`config.mk`:
```
export PLATFORM = sky130hd
export DESIGN_NAME = pattern_predictor
export DESIGN_NICKNAME = d
export VERILOG_FILES = /design/src/rtl/bp_pkg.sv /design/src/rtl/bp_slot_index.sv /design/src/rtl/bp_hist_table.sv /design/src/rtl/bp_ctr_table.sv /design/src/rtl/pattern_predictor.sv
export SDC_FILE = /design/constraint.sdc
export NUM_CORES = 2
export LEC_CHECK = 0
export BUFFER_PORTS_ARGS = -buffer_cell sky130_fd_sc_hd__buf_2
export CORE_MARGIN = 3
export CORE_UTILIZATION = 55
export DETAILED_ROUTE_END_ITERATION = 12
export MAX_ROUTING_LAYER = met4
export PLACE_DENSITY = 0.69
export SYNTH_ARGS = -nofsm -noshare
export SYNTH_HDL_FRONTEND = slang
export SYNTH_SLANG_ARGS = --single-unit
```
`constraint.sdc`:
```
create_clock -name clk -period 4.4 [get_ports clk]
set_input_delay 0.44 -clock clk [delete_from_list [all_inputs] [get_ports clk]]
set_output_delay 0.44 -clock clk [all_outputs]
set_load 0.005 [all_outputs]
```
`src/rtl/bp_pkg.sv`:
```
// Shared widths and the counter step rule for the pattern-history predictor.
// Assumes a 2-bit counter and a 4-bit history per slot.
package bp_pkg;
    localparam int HIST_W = 4;
    localparam int CTR_W  = 2;
    typedef logic [CTR_W-1:0] ctr_t;
    localparam ctr_t CTR_RESET = ctr_t'(1);
    localparam ctr_t CTR_MAX   = ctr_t'((1 << CTR_W) - 1);

    // Saturating step: up on taken, down on not taken.
    function automatic ctr_t ctr_step(input ctr_t cur, input logic taken);
        if (taken) return (cur == CTR_MAX) ? cur : cur + ctr_t'(1);
        else       return (cur == '0)      ? cur : cur - ctr_t'(1);
    endfunction
endpackage

```
`src/rtl/bp_slot_index.sv`:
```
// Maps a program counter to a slot number by taking low instruction-address bits.
// Assumes PC_LSB >= 1 (byte-offset bits below the instruction granule are dropped).
module bp_slot_index #(
    parameter int PC_W   = 32,
    parameter int PC_LSB = 2,
    parameter int SLOT_W = 4
) (
    input  logic [PC_W-1:0]   pc,
    output logic [SLOT_W-1:0] slot
);
    logic unused_pc_bits;

    // Select the slot field; the remaining address bits play no part.
    assign slot = pc[PC_LSB +: SLOT_W];
    assign unused_pc_bits = ^{pc[PC_W-1:PC_LSB+SLOT_W], pc[PC_LSB-1:0]};
endmodule

```
`src/rtl/bp_hist_table.sv`:
```
// Holds one outcome-history shift register per slot, with two read ports
// (lookup, update) and one shift-in write on the update slot.
// Assumes the write slot equals the update read slot.
module bp_hist_table #(
    parameter int SLOT_W = 4,
    parameter int HIST_W = 4
) (
    input  logic              clk,
    input  logic              rst_n,
    input  logic [SLOT_W-1:0] rd_a_slot,
    output logic [HIST_W-1:0] rd_a_hist,
    input  logic [SLOT_W-1:0] rd_b_slot,
    output logic [HIST_W-1:0] rd_b_hist,
    input  logic              wr_en,
    input  logic              wr_bit
);
    localparam int SLOTS = 1 << SLOT_W;
    logic [SLOTS*HIST_W-1:0] hist_flat;

    for (genvar s = 0; s < SLOTS; s++) begin : g_slot
        logic [HIST_W-1:0] hist_q;
        // Shift the resolved outcome into this slot's history on a matching update.
        always_ff @(posedge clk) begin
            if (!rst_n)
                hist_q <= '0;
            else if (wr_en && rd_b_slot == SLOT_W'(s))
                hist_q <= {hist_q[HIST_W-2:0], wr_bit};
        end
        assign hist_flat[s*HIST_W +: HIST_W] = hist_q;
    end

    // Combinational reads for the lookup and update ports.
    assign rd_a_hist = hist_flat[rd_a_slot*HIST_W +: HIST_W];
    assign rd_b_hist = hist_flat[rd_b_slot*HIST_W +: HIST_W];
endmodule

```
`src/rtl/bp_ctr_table.sv`:
```
// Holds every slot's bank of saturating counters as one flat array addressed
// by {slot, history}; two read ports and one training write.
// Assumes the write address equals the update read address.
module bp_ctr_table #(
    parameter int SEL_W = 8
) (
    input  logic                  clk,
    input  logic                  rst_n,
    input  logic [SEL_W-1:0]      rd_a_sel,
    output bp_pkg::ctr_t          rd_a_val,
    input  logic [SEL_W-1:0]      rd_b_sel,
    output bp_pkg::ctr_t          rd_b_val,
    input  logic                  wr_en,
    input  logic                  wr_taken
);
    localparam int N  = 1 << SEL_W;
    localparam int CW = bp_pkg::CTR_W;
    logic [N*CW-1:0] ctr_flat;

    for (genvar e = 0; e < N; e++) begin : g_ctr
        bp_pkg::ctr_t ctr_q;
        // Train this counter when the update port selects it.
        always_ff @(posedge clk) begin
            if (!rst_n)
                ctr_q <= bp_pkg::CTR_RESET;
            else if (wr_en && rd_b_sel == SEL_W'(e))
                ctr_q <= bp_pkg::ctr_step(ctr_q, wr_taken);
        end
        assign ctr_flat[e*CW +: CW] = ctr_q;
    end

    // Combinational reads for the lookup and update ports.
    assign rd_a_val = ctr_flat[rd_a_sel*CW +: CW];
    assign rd_b_val = ctr_flat[rd_b_sel*CW +: CW];
endmodule

```
`src/rtl/pattern_predictor.sv`:
```
// Two-level per-branch predictor: a slot's own history picks one of its own
// counters. Lookup is combinational; updates land at the clock edge.
// Assumes at most one update per cycle and untagged slots.
module pattern_predictor #(
    parameter int PC_W   = 32,
    parameter int PC_LSB = 2,
    parameter int SLOT_W = 4
) (
    input  logic            clk,
    input  logic            rst_n,
    input  logic [PC_W-1:0] lk_pc,
    output logic            lk_taken,
    input  logic            up_valid,
    input  logic [PC_W-1:0] up_pc,
    input  logic            up_taken
);
    localparam int HIST_W = bp_pkg::HIST_W;
    localparam int SEL_W  = SLOT_W + HIST_W;

    logic [SLOT_W-1:0] lk_slot, up_slot;
    logic [HIST_W-1:0] lk_hist, upd_hist;
    bp_pkg::ctr_t      lk_ctr, upd_ctr;

    bp_slot_index #(.PC_W(PC_W), .PC_LSB(PC_LSB), .SLOT_W(SLOT_W)) u_lk_idx (
        .pc(lk_pc), .slot(lk_slot));
    bp_slot_index #(.PC_W(PC_W), .PC_LSB(PC_LSB), .SLOT_W(SLOT_W)) u_up_idx (
        .pc(up_pc), .slot(up_slot));

    bp_hist_table #(.SLOT_W(SLOT_W), .HIST_W(HIST_W)) u_hist (
        .clk(clk), .rst_n(rst_n),
        .rd_a_slot(lk_slot), .rd_a_hist(lk_hist),
        .rd_b_slot(up_slot), .rd_b_hist(upd_hist),
        .wr_en(up_valid), .wr_bit(up_taken));

    bp_ctr_table #(.SEL_W(SEL_W)) u_ctr (
        .clk(clk), .rst_n(rst_n),
        .rd_a_sel({lk_slot, lk_hist}), .rd_a_val(lk_ctr),
        .rd_b_sel({up_slot, upd_hist}), .rd_b_val(upd_ctr),
        .wr_en(up_valid), .wr_taken(up_taken));

    // Prediction is the upper half of the counter range.
    assign lk_taken = lk_ctr[bp_pkg::CTR_W-1];
endmodule

```
---- Yosys cells after proc, flatten, opt, wreduce, memory -nomap -nowiden ----
Index checks and enable logic that the tools add are counted.
operators by class
  divide/modulo/power cells ............... 0
  mux-type cells .......................... 768
  eq/ne operators ......................... 1038
  $mul .................................... 0
  shifts and indexed selects .............. 3
  bitwise operators ....................... 0
  magnitude comparators ................... 0
  reductions and logical operators ........ 786
  add/subtract/negate cells ............... 512
operators with widths
  cell                                                                   number
  2-bit 2-to-1 mux                                                       768
  8-bit equality test, second input constant                             128
  2-bit != test, second input constant                                   512
  3-bit AND reduction                                                    256
  2-bit by 1-bit adder with 2-bit output, second input constant          256
  2-bit equality test, second input constant                             256
  8-bit by 7-bit equality test with 1-bit output, second input constant  64
  2-bit logical NOT                                                      256
  512-bit by 10-bit variable part select with 2-bit output               1
  2-bit by 1-bit subtractor with 2-bit output, second input constant     256
  1-bit logical AND                                                      272
  8-bit by 6-bit equality test with 1-bit output, second input constant  32
  8-bit by 5-bit equality test with 1-bit output, second input constant  16
  64-bit by 7-bit variable part select with 4-bit output                 2
  8-bit by 4-bit equality test with 1-bit output, second input constant  8
  4-bit equality test, second input constant                             8
  8-bit by 3-bit equality test with 1-bit output, second input constant  4
  4-bit by 3-bit equality test with 1-bit output, second input constant  4
  8-bit by 2-bit equality test with 1-bit output, second input constant  2
  4-bit by 2-bit equality test with 1-bit output, second input constant  2
  8-bit by 1-bit equality test with 1-bit output, second input constant  1
  8-bit logical NOT                                                      1
  4-bit by 1-bit equality test with 1-bit output, second input constant  1
  4-bit logical NOT                                                      1
storage, ports and cells
  word-level logic and storage cells ...... 3379
  input bits .............................. 68
  RAM bits ................................ 0
  register bits after elaboration ......... 576
  memories ................................ 0
  output and inout bits ................... 1
  latch bits .............................. 0
  bits in read-only memories .............. 0

---- Longest topological paths before layout ----
  word-level depth ........................ 4
  depth in mapped cells ................... 14
  depth with buffers taken out ............ 9

---- Cells and area by module ----
From an unflattened synthesis, not the netlist that was laid out.
second synthesis, totals
  cells, all modules ...................... 4760
  area total of the unflattened synthesis .. 39206.4 um^2
modules (own cells, without submodules)
  module         area each (um^2)  sequential area each (um^2)  instances  cells an instance
  bp_ctr_table   35411.5           10249.8                      1          4368
  bp_hist_table  3734.8            1281.2                       1          384
  bp_slot_index  30.0              0.0                          2          4

---- Worst setup path before layout ----
Ideal clock, no wire load.
  path type ............................... input to output
  from .................................... input lk_pc[3]
  to ...................................... output lk_taken
  cell stages on the path ................. 12
  slack ................................... 0.922 ns
  buffers on the path ..................... 3
  data required time ...................... 3.960 ns
  arrival time ............................ 3.038 ns
  cells stage by stage .................... buf_6 mux4_2 mux2_2 buf_4 or2_4 nand2_4 buf_8 mux2_2 o211ai_1 or4b_1 nand4b_1 nand4_1
between the ends
  longest elaborated chain between the ends .. 2
ends and longest elaborated chain
  item                                                          RTL line                 RTL
  start: declaration                                            pattern_predictor.sv:11  input logic [PC_W-1:0] lk_pc,
  64-bit by 7-bit variable part select with 4-bit output        bp_hist_table.sv:33      assign rd_a_hist = hist_flat[rd_a_slot*HIST_W +: HIST_W];
  512-bit by 10-bit variable part select with 2-bit output (*)  bp_ctr_table.sv:33       assign rd_a_val = ctr_flat[rd_a_sel*CW +: CW];
  end: declaration                                              pattern_predictor.sv:12  output logic lk_taken,
Every way passes the cells marked *; elsewhere a longest branch is shown, timed or not.

---- Worst setup path after layout ----
  from .................................... register u_hist.g_slot[0].hist_q[1]
  to ...................................... output lk_taken
between the ends
  longest elaborated chain between the ends .. 2
ends and longest elaborated chain
  item                                                      RTL line             RTL
  start: declaration                                        bp_hist_table.sv:21  logic [HIST_W-1:0] hist_q;
  start signal: assignment                                  bp_hist_table.sv:27  hist_q <= {hist_q[HIST_W-2:0], wr_bit};
  64-bit by 7-bit variable part select with 4-bit output    bp_hist_table.sv:33
  512-bit by 10-bit variable part select with 2-bit output  bp_ctr_table.sv:33
Every way passes these cells.

==> summary.md <==
| Metric | Value |
|---|---|
| Worst-case hold slack | `0.354 ns` |
| Core outline area | `just under 0.06 sq mm` |
| Proportion of netlist area held by the largest area contributor | `a little over a third` |
| TritonCTS sink count | `~580` |
| Iteration count of the initial detailed-routing pass | `6` |
| Sequence of cells on the critical path | `mux4_2 -> mux2_2 -> or2_4 -> nand2_8 -> mux4_2 -> mux2_2 -> a211o_1 -> nand4b_1 -> nand4_1 -> buf_2` |
| Sequential fraction of the synthesis area | `between 30% and 40%` |
| Cell variety after synth | `60` |
| Required arrival time at the worst endpoint | `3.96 ns` |
| Initial core utilization | `~56%` |
| Largest area contributor in the synthesized netlist | `dfxtp_1` |
| Area of the multi-input gates | `~0.019 sq mm` |
| Top-level I/O count | `a little under 70` |
| Final setup fails | `0` |
| Count of final hold-check violations | `0` |
| Status | `completed` |
| Detail-routed via count per cell | `between 6 and 7` |
| Maximum number of pins on one net before global-route repair | `around 150` |
| Clock latency on the worst-skew pair | `approximately 0.61 ns` |
| Post-route core utilization | `between 60% and 70%` |
| Clock input transition at the sequential cells of the worst setup and hold paths | `0.06 ns` |
| Area used by sequential logic in the layout | `about 0.012 sq mm` |
| Post-Route WL | `about 94000 um` |
| Setup repair after global routing missed its margin | `false` |
| Slew of the pin with the lowest slew margin | `0.960 ns` |
| Number of global-route vias before repair | `between 20000 and 30000` |
| Vias after detailed routing | `31700` |
| Overall Global Routing Usage | `between 20% and 30%` |
| Number of max-cap violations | `0` |
| Final worst path period share | `between 90% and 100%` |
| Final setup skew | `about 0.029 ns` |
| Top area cells in the synthesized netlist | `dfxtp_1 35%, o21ai_0 8.1%, a21oi_1 7.7%, a21boi_0 6.6%, o31ai_1 5.6%` |
| Quantity of I/O buffers inserted on ports | `12` |
| Root buffer cell | `clkbuf_16` |
| Static leakage power | `approximately 15 nW` |
| Dpl hpwl | `59600 um` |
| Area of the die | `0.0625 sq mm` |
| Avg WL per Cell | `roughly 18 um` |
| Number of buffers on the longest clock path | `3` |
| Final net count | `~4400` |
| CTS tree | `yes` |
| Pins over their slew limit | `0` |
| CP peak stage delay | `about 0.5 ns` |
| Maximum achievable frequency | `between 200 and 250 MHz` |
| CTS HTree Levels | `3` |
| Residual overflow from global routing | `0` |
| Clock buffers created by TritonCTS | `67` |
| Slowest stage cell on the critical path | `mux4_2` |
| Total chip power | `approximately 12 mW` |
| Async set or reset register ratio after synthesis | `0%` |
| Synth Register Bits | `approximately 580` |
| Relative slew margins | `36.0%` |
| Vertical die dimension | `about 250 um` |
| Startpoint kind of the worst setup timing path | `flop` |
| Post-detailed-route DRC marker count | `0` |
| Number of antenna violations at the first check in global routing | `0` |
| First-pass GRT wire length | `149000 um` |
| Mapped cell area | `roughly 0.033 sq mm` |
| Worst Setup Path Type | `reg2out` |
| Primary FF master, synth | `dfxtp_1` |
| Number of nets produced by synthesis | `about 4500` |
| Hold crit path type | `in2reg` |
| Final-layout fill cell count | `around 5200` |
| Top cell types by occurrence after synthesis | `576 x dfxtp_1, 528 x o21ai_0, 503 x a21oi_1` |
| Number of antenna-violating nets in the routed design | `0` |
| Signal arrival time at the worst endpoint | `between 3 and 4 ns` |
| Cell with the most instances after synthesis | `dfxtp_1` |
| Fraction of final layout cells sized beyond drive strength 1 | `13.6%` |
| Peak fanout along the critical path | `6` |
| Antenna Diode Count | `0` |
| Final RePlAce weighted congestion | `0.897` |
| # rows | `~90` |
| Number of violations reported at the end of detailed-routing iteration 0 | `between 3000 and 4000` |
| Power Dens Cells | `around 320 mW/mm^2` |
| Minimum clock period after layout | `approximately 4.3 ns` |
| Width of the die | `250 um` |
| Area growth, synth to finish | `11.0%` |
| Post-synthesis instance total | `~4500` |
| Syn. warnings | `0` |
| Avg Synthesized Cell Area | `about 7.4 sq um` |
| Crit path capture type | `output pin` |
| Maximum ir drop on the vdd rail | `~0.36 mV` |
| Number of enable-type register cells in the synthesized netlist | `0` |
per-layer routing:
metal  track usage [%]  share of wire [%]
met1              39.4                 45
met2              46.7                 46
met3              3.99                5.9
met4              9.46                3.1
met5                 -                  0
path summary, 6_finish.rpt:
path | start | to | slack, ns | cells past startpoint
setup / recovery | u_hist.g_slot[0].hist_q[1]$_SDFFE_PN0P_ | lk_taken | 0.08 | 10
hold / removal | rst_n | u_ctr.g_ctr[240].ctr_q[0]$_SDFFE_PN1P_ | 0.35 | 2
setup reg to reg | u_hist.g_slot[3].hist_q[0]$_SDFFE_PN0P_ | u_ctr.g_ctr[214].ctr_q[1]$_SDFFE_PN0P_ | 1.29 | 9
hold reg to reg | u_hist.g_slot[13].hist_q[3]$_SDFFE_PN0P_ | u_hist.g_slot[13].hist_q[3]$_SDFFE_PN0P_ | 0.48 | 2
flip-flops by register name, summed over array words and instances (netlist names):
register	flops
u_hist.g_slot.hist_q	64
u_ctr.g_ctr.ctr_q	512
where the power goes:
group / internal, mW / switching, mW / total, mW
clock network: 3.61 / 2.27 / 5.87
logic: 0.180 / 0.358 / 0.539
registers: 5.23 / 0.0203 / 5.25
logic make-up (layout without fill, tap and decap cells):
family / Yosys count / after routing / share of synthesized area (%)
DFF: 576 / 576 / 35.2
buffers and inverters: 576 / 501 / 6.93
and+or+nand+nor: 1487 / 1489 / 21.4
AOI/OAI and AO/OA: 1716 / 1716 / 31.6
muxes: 97 / 97 / 4.87
per-stage QoR:
step           setup WS [ns]  setup TNS [ns]  instances  area [sq um]
6_report              0.0827               0       5144         36300
3_5_place_dp         -0.0158         -0.0158       5010         33800
5_1_grt              0.00565               0       5144         36300
4_1_cts               0.0208               0       5132         36200
2_1_floorplan          0.922               0       4452         32700
3_3_place_gp         -0.0295         -0.0295       5010         33800
cell type report:
cell class	instances	area share [%]
repair buffers	155	4.03
flip-flops and latches	576	31.7
multi-input cells	3302	52.9
clock inverters	25	0.913
well taps	765	2.63
inverters	228	2.36
clock buffers	93	5.45
placed cells by master (no fill, tap or decap), types with 33 or more instances in the layout:
master and n:
o21ai_0 528, or2_2 228, nor2_1 313, and3_1 59, inv_1 227, a21boi_0 287, nand2_1 470, mux4_2 49
mux2i_1 39, o31ai_1 246, a21oi_1 503, clkbuf_16 71, a211oi_1 33, nor2b_1 46, dfxtp_1 575, buf_4 117
nand3_1 258
timing repair:
item,4_1_cts,5_1_grt
hold buffers,0,0
pin swaps,2,4
gates cloned,0,2
gates resized for setup,2,11
setup buffers,4,10
endpoints found under the setup margin,1,1
hold endpoints to repair,0,0
critical path: cells and delay by family (launching register included):
| family | cells | cell delay [ns] |
|---|---|---|
| flip-flops | 1 | 0.37 |
| AND/OR/NAND/NOR | 4 | 0.77 |
| buffers and inverters | 1 | 0.21 |
| AO/OA/AOI/OAI | 1 | 0.35 |
| multiplexers | 4 | 1.57 |
(Power assumes the default switching activity.)
